==> src/rtl/subcode_pkg.sv <==
package subcode_pkg;
  localparam int unsigned SC_SYM_W       = 8;
  localparam int unsigned SC_SYNC_STAGES = 2;

  function automatic int unsigned cnt_width(input int unsigned n);
    return $clog2(n + 1);
  endfunction
endpackage

==> src/rtl/sc_sync.sv <==
module sc_sync #(
  parameter int unsigned STAGES = 2
) (
  input  logic clk,
  input  logic rst_n,
  input  logic d_i,
  output logic q_o
);
  logic [STAGES-1:0] chain_q;
  logic [STAGES-1:0] chain_d;

  generate
    if (STAGES == 1) begin : g_one
      always_comb chain_d = d_i;
    end else begin : g_many
      always_comb chain_d = {chain_q[STAGES-2:0], d_i};
    end
  endgenerate

  always_ff @(posedge clk or negedge rst_n) begin
    if (!rst_n) chain_q <= '0;
    else        chain_q <= chain_d;
  end

  assign q_o = chain_q[STAGES-1];
endmodule

==> src/rtl/sc_rst_sync.sv <==
module sc_rst_sync #(
  parameter int unsigned STAGES = 2
) (
  input  logic clk,
  input  logic rst_n,
  output logic rst_n_o
);
  logic [STAGES-1:0] rs_q;
  logic [STAGES-1:0] rs_d;

  generate
    if (STAGES == 1) begin : g_one
      always_comb rs_d = 1'b1;
    end else begin : g_many
      always_comb rs_d = {rs_q[STAGES-2:0], 1'b1};
    end
  endgenerate

  always_ff @(posedge clk or negedge rst_n) begin
    if (!rst_n) rs_q <= '0;
    else        rs_q <= rs_d;
  end

  assign rst_n_o = rs_q[STAGES-1];
endmodule

==> src/rtl/sc_edge.sv <==
module sc_edge #(
  parameter int unsigned STAGES = 2
) (
  input  logic clk,
  input  logic rst_n,
  input  logic async_i,
  output logic rise_o
);
  logic lvl_w;
  logic prev_q;

  sc_sync #(.STAGES(STAGES)) u_sync (
    .clk   (clk),
    .rst_n (rst_n),
    .d_i   (async_i),
    .q_o   (lvl_w)
  );

  always_ff @(posedge clk or negedge rst_n) begin
    if (!rst_n) prev_q <= 1'b0;
    else        prev_q <= lvl_w;
  end

  assign rise_o = lvl_w & ~prev_q;
endmodule

==> src/rtl/sc_shifter.sv <==
module sc_shifter #(
  parameter int unsigned SYM_W = 8,
  localparam int unsigned CNT_W = $clog2(SYM_W + 1)
) (
  input  logic             clk,
  input  logic             rst_n,
  input  logic             load_i,
  input  logic             shift_i,
  input  logic [SYM_W-1:0] sym_i,
  input  logic             sync_flag_i,
  input  logic             sync_bit_i,
  output logic [CNT_W-1:0] cnt_o,
  output logic             ser_o
);
  localparam logic [CNT_W-1:0] CNT_LIM = CNT_W'(SYM_W);

  logic [SYM_W-1:0] sh_q, sh_d;
  logic [CNT_W-1:0] cnt_q, cnt_d;
  logic             head_w;
  logic             sh_en, cnt_en;

  // first-bit source selected once, at load time
  assign head_w = sync_flag_i ? sync_bit_i : sym_i[SYM_W-1];

  always_comb begin
    sh_d   = sh_q;
    cnt_d  = cnt_q;
    sh_en  = 1'b0;
    cnt_en = 1'b0;
    if (load_i) begin
      sh_d   = {head_w, sym_i[SYM_W-2:0]};
      cnt_d  = '0;
      sh_en  = 1'b1;
      cnt_en = 1'b1;
    end else if (shift_i && (cnt_q < CNT_LIM)) begin
      sh_d   = {sh_q[SYM_W-2:0], 1'b0};
      cnt_d  = cnt_q + 1'b1;
      sh_en  = 1'b1;
      cnt_en = 1'b1;
    end
  end

  always_ff @(posedge clk or negedge rst_n) begin
    if (!rst_n)     sh_q <= '0;
    else if (sh_en) sh_q <= sh_d;
  end

  // reset to the saturated value: output low until the first load
  always_ff @(posedge clk or negedge rst_n) begin
    if (!rst_n)      cnt_q <= CNT_LIM;
    else if (cnt_en) cnt_q <= cnt_d;
  end

  assign cnt_o = cnt_q;
  assign ser_o = (cnt_q >= CNT_LIM) ? 1'b0 : sh_q[SYM_W-1];
endmodule

==> src/rtl/subcode_serializer.sv <==
module subcode_serializer
  import subcode_pkg::*;
#(
  parameter int unsigned SYM_W       = SC_SYM_W,
  parameter int unsigned SYNC_STAGES = SC_SYNC_STAGES,
  localparam int unsigned CNT_W = $clog2(SYM_W + 1)
) (
  input  logic             clk,
  input  logic             rst_n,
  input  logic             frame_clk_i,
  input  logic             shift_clk_i,
  input  logic [SYM_W-1:0] sym_i,
  input  logic             sync_flag_i,
  input  logic             sync_bit_i,
  output logic             ser_o
);
  logic             rst_n_s;
  logic             load_w;
  logic             shift_w;
  logic [CNT_W-1:0] cnt_w;

  sc_rst_sync #(.STAGES(SYNC_STAGES)) u_rst (
    .clk     (clk),
    .rst_n   (rst_n),
    .rst_n_o (rst_n_s)
  );

  sc_edge #(.STAGES(SYNC_STAGES)) u_frame_edge (
    .clk     (clk),
    .rst_n   (rst_n_s),
    .async_i (frame_clk_i),
    .rise_o  (load_w)
  );

  sc_edge #(.STAGES(SYNC_STAGES)) u_shift_edge (
    .clk     (clk),
    .rst_n   (rst_n_s),
    .async_i (shift_clk_i),
    .rise_o  (shift_w)
  );

  sc_shifter #(.SYM_W(SYM_W)) u_shifter (
    .clk         (clk),
    .rst_n       (rst_n_s),
    .load_i      (load_w),
    .shift_i     (shift_w),
    .sym_i       (sym_i),
    .sync_flag_i (sync_flag_i),
    .sync_bit_i  (sync_bit_i),
    .cnt_o       (cnt_w),
    .ser_o       (ser_o)
  );
endmodule

==> config.mk <==
export PLATFORM = sky130hd
export DESIGN_NAME = subcode_serializer
export DESIGN_NICKNAME = d
export VERILOG_FILES = /design/src/rtl/subcode_pkg.sv /design/src/rtl/sc_sync.sv /design/src/rtl/sc_rst_sync.sv /design/src/rtl/sc_edge.sv /design/src/rtl/sc_shifter.sv /design/src/rtl/subcode_serializer.sv
export SDC_FILE = /design/constraint.sdc
export NUM_CORES = 1
export LEC_CHECK = 0
export ABC_AREA = 1
export BUFFER_PORTS_ARGS = -buffer_cell sky130_fd_sc_hd__clkbuf_2
export CAP_MARGIN = 20
export CORE_AREA = 2 2 47 49
export DETAILED_ROUTE_END_ITERATION = 8
export DIE_AREA = 0 0 49 51
export PLACE_DENSITY_LB_ADDON = 0.3
export SETUP_SLACK_MARGIN = 0.5
export SKIP_CTS_REPAIR_TIMING = 1
export SLEW_MARGIN = 20
export SYNTH_ARGS = -nofsm -noshare
export SYNTH_HDL_FRONTEND = slang
export SYNTH_HIERARCHICAL = 1
export SYNTH_SLANG_ARGS = --single-unit
export TNS_END_PERCENT = 20
==> constraint.sdc <==
create_clock -name clk -period 0.8 [get_ports clk]
set_input_delay 0.12 -clock clk [delete_from_list [all_inputs] [get_ports clk]]
set_output_delay 0.12 -clock clk [all_outputs]
set_load 0.01 [all_outputs]
==> impl_summary.txt <==
----------------------------------------------------
[GRT]
  Met1 usage in global routing ... between 15 and 20%
  Routing usage on met2 ... between 20% and 30%
  Maximum number of pins on one net before global-route repair ... 19
  Global-route wire length before repair ... ~2500 um
  Global Route Usage Sum ... around an eighth
  Routing usage on met3 ... ~2%
  Global route total overflow ... 0
  Via count of the first global-routing pass ... around 600
  Number of antenna violations at the first check in global routing ... 0
  Top Usage Layer GRT ... met2

[Floorplanning]
  Top Ports ... 15
  Die area ... roughly 2500 um^2
  Die span in x ... between 40 and 50 um
  Initial standard-cell utilization of the core ... between 40% and 50%
  Die Y-Extent ... 51 um
  Core area ... a little over 2000 um^2
  Placement Rows ... 17

[Setup path]
  Critical path capture point type ... primary output
  Startpoint Class ... flip-flop
  Arrival time at the worst endpoint ... approximately 1.1 ns
  Highest net fanout along the worst path ... 2
  Crit path required time ... 0.68 ns
  Category of the critical setup timing path ... reg -> out

[Cells and area]
  Diodes inserted ... 0
  Area of the multi-input gates ... 369 um^2
  Final core utilization ... around three fifths
  Share of final-layout standard cells stronger than drive strength 1 ... 50.8%
  Count of nets after finishing ... 141
  Area growth syn-to-layout ... 38.2%
  Sequential cell area ... between 500 and 600 um^2
  Filler cells ... around 180

[Clock network]
  Clock Sink Count ... 20
  Clock tree root buffer cell ... sky130_fd_sc_hd__clkbuf_4
  CTS tree ... done
  CTS Buffer Depth ... 2
  Clock buffer count from CTS ... 3
  Clock latency of the later-clocked register in the worst-skew pair ... 0.30 ns
  H-tree lvl count ... 1
  CTS clock-pin slew for the worst setup and hold paths ... ~0.11 ns

[Placement]
  Routability congestion estimate ... approximately 0.7
  IO buf count ... 14
  Post-DP HPWL ... 1070 um

[Drt]
  Number of iterations in the first detailed-routing pass ... 3
  Detail-routed via count per cell ... between 4 and 5
  DRT antenna net count ... 0
  Average wire per standard cell ... ~10 um
  Total wirelength of the detailed-routed design ... 1560 um
  Total number of vias ... 681
  DRC ... 0
  Number of design-rule violations left by the first detailed-router iteration ... 6

[STA]
  Final worst hold slack ... -0.0815 ns
  Setup Total Neg Slack ... -3.72 ns
  Number of hold violations in the final report ... 2
  Finish-stage setup viols ... 13
  Share of the clock period used by the worst path ... 154%
  Minimum period implied by the final worst setup slack ... ~1.2 ns
  Final worst slack ... -0.428 ns
  Clock tree skew after final layout ... approximately 0.0024 ns
  Count of final max-slew check failures ... 0
  Highest clock frequency the design can meet ... a little over 800 MHz
  Setup repair after global routing missed its margin ... yes

[Logic synthesis]
  Top cells by instance count after synthesis ... sky130_fd_sc_hd__dfrtp_1, sky130_fd_sc_hd__inv_1, sky130_fd_sc_hd__nand2_1, sky130_fd_sc_hd__o21ai_2, sky130_fd_sc_hd__nand3_1
  Mapped cell area ... 910 um^2
  Average instance area after synthesis ... between 9 and 10 um^2
  Most instantiated flip-flop cell in the synthesis netlist ... sky130_fd_sc_hd__dfrtp_1
  Post-synth EDFFs ... 0
  Mapped Cells ... 92
  Number of distinct library cells after synthesis ... 22
  Synthesis-stage register bit count ... 20
  Cell with the most instances after synthesis ... sky130_fd_sc_hd__dfrtp_1
  Ranking of synthesized cells by area ... sky130_fd_sc_hd__dfrtp_1, sky130_fd_sc_hd__o21ai_2, sky130_fd_sc_hd__inv_1, sky130_fd_sc_hd__nand2_1, sky130_fd_sc_hd__nand3_1
  Share of the synthesized area in the top cell type ... 52.3%
  Number of warnings printed during yosys synthesis ... 6
  Cell type with the largest total area after synthesis ... sky130_fd_sc_hd__dfrtp_1
  Post-Syn Nets ... ~110
  FFs w/ async S/R, synth ... 100%
  Sequential-to-total area share from yosys stat ... 55.2%

[Pwr]
  Static Leakage ... 0.618 nW
  Peak supply drop ... between 1500 and 2000 uV
  Power density relative to cell area ... ~1900 nW/um^2

[Status]
  Result of the run ... finished with violations
  Violations in the final reports ... negative hold slack, negative setup slack

[Flow run]
  Reported max-cap violation count ... 0

[Worst hold path]
  Worst hold path type ... in -> reg

----------------------------------------------------
-- worst paths after layout --
path | from | to | slack (ns) | cells after the start
max | u_shifter/cnt_o[3]$_DFFE_PN1P_ | ser_o | -0.43 | 3
min | shift_clk_i | u_shift_edge/u_sync/chain_q[0]$_DFF_PN0_ | -0.08 | 1
max reg2reg | u_frame_edge/u_sync/chain_q[1]$_DFF_PN0_ | u_shifter/sh_q[7]$_DFFE_PN0P_ | -0.36 | 6
min reg2reg | u_rst/rs_q[1]$_DFF_PN0_ | u_shifter/sh_q[7]$_DFFE_PN0P_ | 0.21 | 1
max in group asynchronous | u_rst/rs_q[1]$_DFF_PN0_ | u_shifter/cnt_o[3]$_DFFE_PN1P_ | 0.38 | 1
min in group asynchronous | rst_n | u_rst/rs_q[0]$_DFF_PN0_ | 0.12 | 2
-- where the power goes --
| part | switching (mW) | leakage [nW] | internal, mW |
|---|---|---|---|
| clock | 0.307 | 0.0279 | 0.506 |
| sequential | 0.0475 | 0.245 | 1.11 |
| combinational | 0.241 | 0.346 | 0.227 |
| total | 0.596 | 0.618 | 1.85 |
-- critical path: stages (launching register included) --
cell	delay, ns
sky130_fd_sc_hd__dfstp_2	0.56
sky130_fd_sc_hd__buf_6	0.10
sky130_fd_sc_hd__nor2_2	0.02
sky130_fd_sc_hd__buf_2	0.13
-- layout by cell type, fill, tap and decap left out --
| cell | netlist | final |
|---|---|---|
| sky130_fd_sc_hd__dfrtp_1 | 19 | 19 |
| sky130_fd_sc_hd__clkbuf_2 | 0 | 13 |
| sky130_fd_sc_hd__inv_1 | 16 | 13 |
| sky130_fd_sc_hd__nand2_1 | 15 | 12 |
| sky130_fd_sc_hd__o21ai_2 | 9 | 10 |
| sky130_fd_sc_hd__buf_4 | 1 | 9 |
| sky130_fd_sc_hd__nand2_2 | 4 | 6 |
| sky130_fd_sc_hd__nand3_1 | 6 | 6 |
| sky130_fd_sc_hd__inv_2 | 1 | 4 |
| sky130_fd_sc_hd__clkbuf_4 | 0 | 3 |
| sky130_fd_sc_hd__nor2_1 | 4 | 3 |
| sky130_fd_sc_hd__nand2_4 | 1 | 2 |
| sky130_fd_sc_hd__buf_12 | 1 | 2 |
| sky130_fd_sc_hd__nor2_4 | 0 | 2 |
| sky130_fd_sc_hd__nor2_2 | 3 | 2 |
| sky130_fd_sc_hd__o21ai_1 | 2 | 2 |
| sky130_fd_sc_hd__a21oi_2 | 1 | 2 |
| sky130_fd_sc_hd__ha_1 | 2 | 2 |
| sky130_fd_sc_hd__buf_6 | 0 | 2 |
| sky130_fd_sc_hd__bufinv_16 | 0 | 1 |
| sky130_fd_sc_hd__clkbuf_16 | 0 | 1 |
| sky130_fd_sc_hd__dlygate4sd3_1 | 0 | 1 |
| sky130_fd_sc_hd__buf_2 | 0 | 1 |
| sky130_fd_sc_hd__conb_1 | 1 | 1 |
| sky130_fd_sc_hd__nand2_8 | 0 | 1 |
| sky130_fd_sc_hd__o21bai_1 | 1 | 1 |
| sky130_fd_sc_hd__nand3_2 | 1 | 1 |
| sky130_fd_sc_hd__nand4_1 | 1 | 1 |
| sky130_fd_sc_hd__dfstp_2 | 1 | 1 |
-- layout make-up --
cell class	count	area share, %
Sequential cell	20	39.9
Multi-Input combinational cell	54	29.4
Timing Repair Buffer	29	18.7
Inverter	17	5.07
Tap cell	28	2.79
Clock inverter	1	2.39
Clock buffer	3	1.79
-- through the flow --
step	std cells	cell area (um^2)	hold WS, ns	setup slack [ns]	power (mW)
global route	152	1260	-0.101	-0.485	2.57
floorplan	92	923	-0.176	-0.270	1.45
detailed placement	142	1080	-0.0920	-0.339	1.58
finish	152	1260	-0.0815	-0.428	2.44
CTS	146	1140	-0.428	-0.447	2.39
global placement	142	1080	-0.0932	-0.337	1.57
-- logic make-up (layout without fill, tap and decap cells) --
| kind of cell | Yosys count | after routing | share of synthesized area, % |
|---|---|---|---|
| and+or+nand+nor | 35 | 36 | 19.0 |
| buffers and inverters | 19 | 50 | 10.0 |
| AOI/OAI and AO/OA | 15 | 15 | 12.7 |
| adders and majority gates | 2 | 2 | 2.75 |
| other | 1 | 1 | 0.412 |
| DFF | 20 | 20 | 55.2 |
-- registers in the layout, summed over array words and instances, names as in the netlist --
name / flops
u_shifter/cnt_o: 4
u_frame_edge/u_sync/chain_q: 2
u_frame_edge/prev_q: 1
u_shift_edge/prev_q: 1
u_rst/rs_q: 2
u_shifter/sh_q: 8
u_shift_edge/u_sync/chain_q: 2
-- layer usage --
| layer | share of wire [%] | wire length, um |
|---|---|---|
| met5 | 0 | 0 |
| met4 | 1.1 | 17 |
| met3 | 2.8 | 44 |
| met2 | 54 | 837 |
| met1 | 42 | 663 |
(Power assumes the default switching activity.)
